File: src/rtl/pmEventPkg.sv
package pmEventPkg;

  localparam int GPE_BYTES = 4;
  localparam int GPE_SPAN  = 2 * GPE_BYTES;
  localparam int GPE_OFF   = 32;
  localparam int SMI_OFF   = 48;

  localparam int TMR_BIT = 0;
  localparam int GLK_BIT = 5;
  localparam int PWR_BIT = 8;
  localparam int RTC_BIT = 10;

  localparam logic [15:0] SCI_MASK = (16'd1 << TMR_BIT) | (16'd1 << GLK_BIT) |
                                     (16'd1 << PWR_BIT) | (16'd1 << RTC_BIT);

  typedef struct packed {
    logic                wrSts;
    logic                wrEna;
    logic                wrSmi;
    logic                rdSts;
    logic                rdEna;
    logic                rdSmi;
    logic [GPE_SPAN-1:0] gpeWr;
    logic [GPE_SPAN-1:0] gpeRd;
  } pmStrobeT;

endpackage

File: src/rtl/pmCtrl.sv
module pmCtrl
  import pmEventPkg::*;
#(
  parameter int ADDR_W   = 16,
  parameter int BLK_BITS = 6
) (
  input  logic              clk,
  input  logic              rstN,
  input  logic              baseWe,
  input  logic [ADDR_W-1:0] baseIn,
  input  logic [ADDR_W-1:0] busAddr,
  input  logic              busWe,
  input  logic              busRe,
  input  logic [3:0]        busBe,
  output pmStrobeT          stb
);

  localparam int DW_W = BLK_BITS - 2;
  localparam logic [ADDR_W-1:0] LOW_MASK = ADDR_W'((1 << BLK_BITS) - 1);
  localparam logic [DW_W-1:0] SMI_DW = DW_W'(SMI_OFF / 4);

  logic [ADDR_W-1:0] baseReg;
  logic              hit;
  logic [DW_W-1:0]   dw;
  logic              size1, size2, size4, sizeOk;
  logic              smiDw, pm1Dw, dwNative, pm1Word;
  logic              wrAcc, rdAcc;
  logic [3:0]        byteLane;
  logic [GPE_SPAN-1:0] gpeSel;

  always_ff @(posedge clk or negedge rstN) begin
    if (!rstN)       baseReg <= '0;
    else if (baseWe) baseReg <= baseIn & ~LOW_MASK;
  end

  assign hit = (baseReg != '0) && (busAddr[1:0] == 2'b00) &&
               (busAddr[ADDR_W-1:BLK_BITS] == baseReg[ADDR_W-1:BLK_BITS]);
  assign dw  = busAddr[BLK_BITS-1:2];

  // access width from the byte-enable pattern
  assign size1  = $countones(busBe) == 1;
  assign size2  = (busBe == 4'b0011) || (busBe == 4'b1100);
  assign size4  = (busBe == 4'b1111);
  assign sizeOk = size1 || size2 || size4;

  // native handlers: dword at the SMI slot, words at dword 0
  assign smiDw    = (dw == SMI_DW);
  assign pm1Dw    = (dw == '0);
  assign dwNative = size4 && smiDw;
  assign pm1Word  = (size2 || (size4 && !smiDw)) && pm1Dw;

  // anything not taken natively falls through to byte handling
  always_comb begin
    for (int i = 0; i < 4; i++)
      byteLane[i] = busBe[i] && sizeOk && !dwNative && !pm1Word;
  end

  genvar k;
  generate
    for (k = 0; k < GPE_SPAN; k++) begin : gGpeDec
      localparam int OFFK = GPE_OFF + k;
      localparam int LANE = OFFK % 4;
      localparam logic [DW_W-1:0] DWK = DW_W'(OFFK / 4);
      assign gpeSel[k] = byteLane[LANE] && (dw == DWK);
    end
  endgenerate

  assign wrAcc = hit && busWe;
  assign rdAcc = hit && busRe;

  always_comb begin
    stb.wrSts = wrAcc && pm1Word && busBe[0];
    stb.wrEna = wrAcc && pm1Word && busBe[2];
    stb.wrSmi = wrAcc && dwNative;
    stb.rdSts = rdAcc && pm1Word && busBe[0];
    stb.rdEna = rdAcc && pm1Word && busBe[2];
    stb.rdSmi = rdAcc && dwNative;
    stb.gpeWr = wrAcc ? gpeSel : '0;
    stb.gpeRd = rdAcc ? gpeSel : '0;
  end

  p_zero_base_silent_r8: assert property (@(posedge clk) disable iff (!rstN)
    (baseReg == '0) |-> (stb == '0));

  p_base_load_r8: assert property (@(posedge clk) disable iff (!rstN)
    baseWe |=> (baseReg[ADDR_W-1:BLK_BITS] == $past(baseIn[ADDR_W-1:BLK_BITS])));

  p_smi_dword_only_r5: assert property (@(posedge clk) disable iff (!rstN)
    (stb.wrSmi || stb.rdSmi) |-> (busBe == 4'b1111));

  p_pm1_no_byte_r4: assert property (@(posedge clk) disable iff (!rstN)
    (stb.wrSts || stb.wrEna || stb.rdSts || stb.rdEna) |-> ($countones(busBe) >= 2));

endmodule

File: src/rtl/pmData.sv
module pmData
  import pmEventPkg::*;
#(
  parameter int TMR_W = 24
) (
  input  logic                   clk,
  input  logic                   rstN,
  input  pmStrobeT               stb,
  input  logic [31:0]            wdata,
  input  logic [15:0]            evtSet,
  input  logic                   pwrDownReq,
  input  logic [GPE_BYTES*8-1:0] gpeEvt,
  output logic [31:0]            rdata,
  output logic                   sci
);

  localparam int GPE_BITS = GPE_BYTES * 8;

  logic [15:0]           pm1Sts, pm1Ena;
  logic [31:0]           smiEna;
  logic [2*GPE_BITS-1:0] gpeAll, gpeNxt;
  logic [TMR_W-1:0]      tmrCnt;
  logic                  tmrOvf, tmrArmed;
  logic [15:0]           setVec, stsClr;

  // top bit toggles on the edge leaving an all-ones low field
  assign tmrOvf   = &tmrCnt[TMR_W-2:0];
  assign tmrArmed = pm1Ena[TMR_BIT] && !pm1Sts[TMR_BIT];

  assign setVec = evtSet | (16'(tmrOvf) << TMR_BIT) | (16'(pwrDownReq) << PWR_BIT);
  assign stsClr = stb.wrSts ? wdata[15:0] : 16'h0000;

  always_comb begin
    gpeNxt = gpeAll;
    for (int k = 0; k < GPE_SPAN; k++) begin
      if (k < GPE_BYTES) begin
        gpeNxt[8*k +: 8] = (gpeAll[8*k +: 8] &
                            ~(stb.gpeWr[k] ? wdata[8*((GPE_OFF+k)%4) +: 8] : 8'h00)) |
                           gpeEvt[8*k +: 8];
      end else if (stb.gpeWr[k]) begin
        gpeNxt[8*k +: 8] = wdata[8*((GPE_OFF+k)%4) +: 8];
      end
    end
  end

  always_ff @(posedge clk or negedge rstN) begin
    if (!rstN) begin
      pm1Sts <= '0;
      pm1Ena <= '0;
      smiEna <= '0;
      gpeAll <= '0;
      tmrCnt <= '0;
    end else begin
      tmrCnt <= tmrCnt + 1'b1;
      pm1Sts <= (pm1Sts & ~stsClr) | setVec;
      if (stb.wrEna) pm1Ena <= wdata[31:16];
      if (stb.wrSmi) smiEna <= wdata;
      gpeAll <= gpeNxt;
    end
  end

  always_comb begin
    rdata = 32'h0;
    if (stb.rdSts) rdata[15:0]  = pm1Sts;
    if (stb.rdEna) rdata[31:16] = pm1Ena;
    if (stb.rdSmi) rdata        = smiEna;
    for (int k = 0; k < GPE_SPAN; k++)
      if (stb.gpeRd[k]) rdata[8*((GPE_OFF+k)%4) +: 8] |= gpeAll[8*k +: 8];
  end

  assign sci = |(pm1Sts & pm1Ena & SCI_MASK);

  p_event_sets_r3: assert property (@(posedge clk) disable iff (!rstN)
    (evtSet != '0) |=> ((pm1Sts & $past(evtSet)) == $past(evtSet)));

  p_pwr_btn_r3: assert property (@(posedge clk) disable iff (!rstN)
    pwrDownReq |=> pm1Sts[PWR_BIT]);

  p_w1c_clears_r3: assert property (@(posedge clk) disable iff (!rstN)
    stb.wrSts |=> ((pm1Sts & $past(wdata[15:0]) & ~$past(setVec)) == '0));

  p_sci_needs_enable_r2: assert property (@(posedge clk) disable iff (!rstN)
    ((pm1Ena & SCI_MASK) == '0) |-> !sci);

  p_armed_timer_r9: assert property (@(posedge clk) disable iff (!rstN)
    (tmrArmed && tmrOvf) |=> sci);

  p_smi_hold_r5: assert property (@(posedge clk) disable iff (!rstN)
    !stb.wrSmi |=> $stable(smiEna));

endmodule

File: src/rtl/pmEventBlock.sv
module pmEventBlock
  import pmEventPkg::*;
#(
  parameter int ADDR_W   = 16,
  parameter int BLK_BITS = 6,
  parameter int TMR_W    = 24
) (
  input  logic                   clk,
  input  logic                   rstN,
  input  logic                   baseWe,
  input  logic [ADDR_W-1:0]      baseIn,
  input  logic [ADDR_W-1:0]      busAddr,
  input  logic                   busWe,
  input  logic                   busRe,
  input  logic [3:0]             busBe,
  input  logic [31:0]            busWdata,
  output logic [31:0]            busRdata,
  input  logic [15:0]            evtSet,
  input  logic                   pwrDownReq,
  input  logic [GPE_BYTES*8-1:0] gpeEvt,
  output logic                   sci
);

  pmStrobeT stb;

  pmCtrl #(.ADDR_W(ADDR_W), .BLK_BITS(BLK_BITS)) u_ctrl (
    .clk     (clk),
    .rstN    (rstN),
    .baseWe  (baseWe),
    .baseIn  (baseIn),
    .busAddr (busAddr),
    .busWe   (busWe),
    .busRe   (busRe),
    .busBe   (busBe),
    .stb     (stb)
  );

  pmData #(.TMR_W(TMR_W)) u_data (
    .clk        (clk),
    .rstN       (rstN),
    .stb        (stb),
    .wdata      (busWdata),
    .evtSet     (evtSet),
    .pwrDownReq (pwrDownReq),
    .gpeEvt     (gpeEvt),
    .rdata      (busRdata),
    .sci        (sci)
  );

endmodule

File: config.mk
export PLATFORM = sky130hd
export DESIGN_NAME = pmEventBlock
export DESIGN_NICKNAME = d
export VERILOG_FILES = /design/src/rtl/pmEventPkg.sv /design/src/rtl/pmCtrl.sv /design/src/rtl/pmData.sv /design/src/rtl/pmEventBlock.sv
export SDC_FILE = /design/constraint.sdc
export NUM_CORES = 1
export LEC_CHECK = 0
export BUFFER_PORTS_ARGS = -buffer_cell sky130_fd_sc_hd__buf_2
export CAP_MARGIN = 20
export CORE_MARGIN = 8
export CORE_UTILIZATION = 27
export DETAILED_ROUTE_END_ITERATION = 10
export PLACE_DENSITY_LB_ADDON = 0.12
export SLEW_MARGIN = 20
export SYNTH_ARGS = -nofsm -noshare
export SYNTH_HDL_FRONTEND = slang
export SYNTH_SLANG_ARGS = --single-unit
File: constraint.sdc
create_clock -name clk -period 6.44 [get_ports clk]
set_input_delay 1.61 -clock clk [delete_from_list [all_inputs] [get_ports clk]]
set_output_delay 1.61 -clock clk [all_outputs]
set_load 0.1 [all_outputs]
==> flow_metrics.env <==
export IMPL_outcome="finished, final reports clean"
export IMPL_core_rows=62
export IMPL_die_area_mm2=0.0351
export IMPL_drt_wl_total_mm=24.0
export IMPL_fin_hold_ws_ns=0.468
export IMPL_synthesis_yosys_warnings=0
export IMPL_leakagePower_nw=4.71
export IMPL_reg2regPathDepth=6
export IMPL_detailed_place_hpwl_mm=17.3
export IMPL_synth_seq_cells=161
export IMPL_maxSlewHeadroom_pct=29.7
export IMPL_post_layout_total_power_mw=2.17
export IMPL_clock_tree_buffer_depth=2
export IMPL_skew_ns=0.0138
export IMPL_synth_cell_types=54
export IMPL_route_detailed_drc=0
export IMPL_clock_insertion_delay_worst_skew_ns=0.43
export IMPL_synth_area_per_cell_um2=11.8
export IMPL_io_buffers=148
export IMPL_worst_r2r_startpoint="u_ctrl.baseReg[12]$_DFFE_PN0P_"
export IMPL_synthDominantAreaCellType="dfrtp_1"
export IMPL_routed_wire_length_per_instance_um=19.6
export IMPL_min_delay_endpoint="u_data.tmrCnt[17]$_DFF_PN0_"
export IMPL_mostFrequentLayoutCells="161 x dfrtp_1, 115 x buf_2, 51 x inv_1"
export IMPL_worst_hold_startpoint="u_data.tmrCnt[17]$_DFF_PN0_"
export IMPL_cts_tree="built"
export IMPL_grt_max_degree=64
export IMPL_numClockSinks=161
export IMPL_cts_htree_levels=4
export IMPL_final_layout_size_suffix_gt1_share_pct=36.1
export IMPL_most_used_flip_flop_cell_after_synthesis="dfrtp_1"
export IMPL_worst_r2r_endpoint="u_data.pm1Sts[0]$_DFF_PN0_"
export IMPL_final_period_utilization_pct=95.7
export IMPL_groute_usage_overall_pct=13.8
export IMPL_critical_path_max_fanout=13
export IMPL_finish_utilization_pct=35.5
export IMPL_max_vdd_drop_mv=0.144
export IMPL_netlist_area_mm2=0.00793
export IMPL_worst_slack_ns=0.275
export IMPL_synth_seq_area_share_pct=50.8
export IMPL_routed_via_count=5795
export IMPL_timing_max_transition_violations_final=0
export IMPL_grt_pass1_wl_mm=37.5
export IMPL_arrival_ns=4.56
export IMPL_tightestPinTransition_ns=1.05
export IMPL_hold_path_cell_count=1
export IMPL_globalRoute_totalOverflow=0
export IMPL_cpMaxStageDelayCell="fa_1"
export IMPL_chip_height_um=187
export IMPL_coreArea_mm2=0.0288
export IMPL_cts_resized=0
export IMPL_holdCritPathClass="register to register"
export IMPL_number_of_vias_per_cell_after_detailed_routing=4.73
export IMPL_die_width_um=187
export IMPL_p_per_area_mw_per_mm2=212
export IMPL_holdBufCountCts=0
export IMPL_worst_path_most_repeated_cell="buf_4"
export IMPL_max_stage_delay_on_crit_path_ns=0.43
export IMPL_cts_made_buffers=17
export IMPL_synthCells=674
export IMPL_synthTopCellsByArea="dfrtp_1 51%, mux2_2 6.8%, mux2_4 6.1%, a22oi_1 3.2%, nand4_1 3.0%"
export IMPL_reg2reg_setup_slack_ns=3.77
export IMPL_final_common_cell="dfrtp_1"
export IMPL_final_setup_tns_ns=0
export IMPL_gpl_final_weighted_congestion=0.721
export IMPL_final_antenna_net_count=0
export IMPL_postCtsSetupRepairBufs=0
export IMPL_rsz0062_at_grt="false"
export IMPL_synth_edf_count=0
export IMPL_clk_pin_slew_ns=0.07
export IMPL_ios=155
export IMPL_cp_start_kind="primary input"
export IMPL_antenna_found_initial=1
export IMPL_cap_viol_max_count=0
export IMPL_setup_violations=0
export IMPL_first_global_vias=6115
export IMPL_layout_filler_cells=2897
export IMPL_critPathKind="primary input to output pin"
export IMPL_nNetsFinal=958
export IMPL_clock_root_buffer="clkbuf_16"
export IMPL_synth_top_cell_area_share_pct=50.8
export IMPL_fin_crit_ns=6.17
export IMPL_fin_hold_viols=0
export IMPL_dp_slack_ns=0.291
export IMPL_drt_pass1_iter_count=4
export IMPL_fmax_ghz=0.162
export IMPL_cp_cell_sequence="buf_2, inv_1, ha_4, ha_2, fa_1, nor3b_2, o21ai_4, nor2_2, buf_4, nand4_1, buf_4, o221ai_1, buf_12"
export IMPL_floorplan_initialDensity_pct=27.5
export IMPL_postSynthNetCount=804
export IMPL_initialDrtViolationCount=296
export IMPL_postSynth_asyncResetShare_pct=100
export IMPL_area_growth_syn_to_layout_pct=28.9
export IMPL_sort_of_element_at_the_end_of_the_critical_path="output pin"
export IMPL_crit_required_ns=4.83
[critical path: cells and delay by family]
family / cells / cell delay [ns]
and+or+nand+nor: 3 / 0.55
buffers and inverters: 5 / 0.97
AOI/OAI and AO/OA: 2 / 0.50
adders and majority gates: 3 / 0.88
[metal layers]
layer  share of wire, %  up-vias  track usage [%]
li1                   -     2777                -
met1                 47     2893             18.4
met2                 48      111             22.5
met3                3.8       12             2.85
met4               0.74        2             3.15
met5              0.054        -                0
[worst max path at each step]
stage                  start           end  slack [ns]  cells past startpoint
finish              busBe[0]  busRdata[29]        0.27                     13
global route        busBe[0]  busRdata[31]        0.08                     13
CTS                 busBe[0]  busRdata[28]        0.27                     13
detailed placement  busBe[0]  busRdata[28]        0.29                     13
global placement    busBe[0]  busRdata[30]        0.30                     13
floorplan           busBe[3]   busRdata[0]       -0.12                     10
[cells in the mapped netlist (7+ instances only)]
master and count:
ha_1 7, xor2_1 8, nand2_1 47, o221ai_1 18, a31oi_1 24, mux2_1 10, a21o_1 22, xnor2_1 23
clkbuf_1 10, nand3_1 13, nor2_1 39, nor4_4 7, a22oi_1 34, mux2_4 32, o211ai_1 9, inv_1 53
buf_2 10, and4_1 8, dfrtp_1 161, nand4_1 38, mux2_2 48
[logic make-up after synthesis]
kind of cell | count (synthesis) | synth area share, %
DFF | 161 | 50.8
adders and majority gates | 8 | 1.36
xor gates and xnor gates | 31 | 3.42
buffers and inverters | 81 | 4.42
and+or+nand+nor | 187 | 14.3
AOI/OAI and AO/OA | 116 | 11.4
muxes | 90 | 14.3
[power breakdown]
| part | internal [mW] | leakage, nW | switching (mW) |
|---|---|---|---|
| logic | 0.0543 | 2.47 | 0.0963 |
| registers | 1.02 | 1.96 | 0.00627 |
| clock network | 0.517 | 0.282 | 0.476 |
[cell type report]
cell class / instances / area [um2] / share of cell area [%]
Multi-Input combinational cell: 432 / 3600 / 35.3
Tap cell: 384 / 480 / 4.70
Sequential cell: 161 / 4030 / 39.4
Inverter: 54 / 203 / 1.98
Antenna cell: 1 / 2.50 / 0.0245
Timing Repair Buffer: 162 / 1330 / 13.0
Clock buffer: 18 / 429 / 4.20
Clock inverter: 14 / 136 / 1.33
[registers in the layout (all words and copies together), names as in the netlist]
name / flops
u_data.gpeAll: 64
u_data.tmrCnt: 23
u_ctrl.baseReg: 10
u_data.pm1Ena: 16
u_data.pm1Sts: 16
u_data.smiEna: 32
[metrics by stage]
stage | area [um2] | instances
floorplan | 7980 | 674
global placement | 9650 | 1193
detailed placement | 9650 | 1193
CTS | 10200 | 1225
global route | 10200 | 1225
finish | 10200 | 1226
No activity file was read; power rests on OpenSTA's default activity.
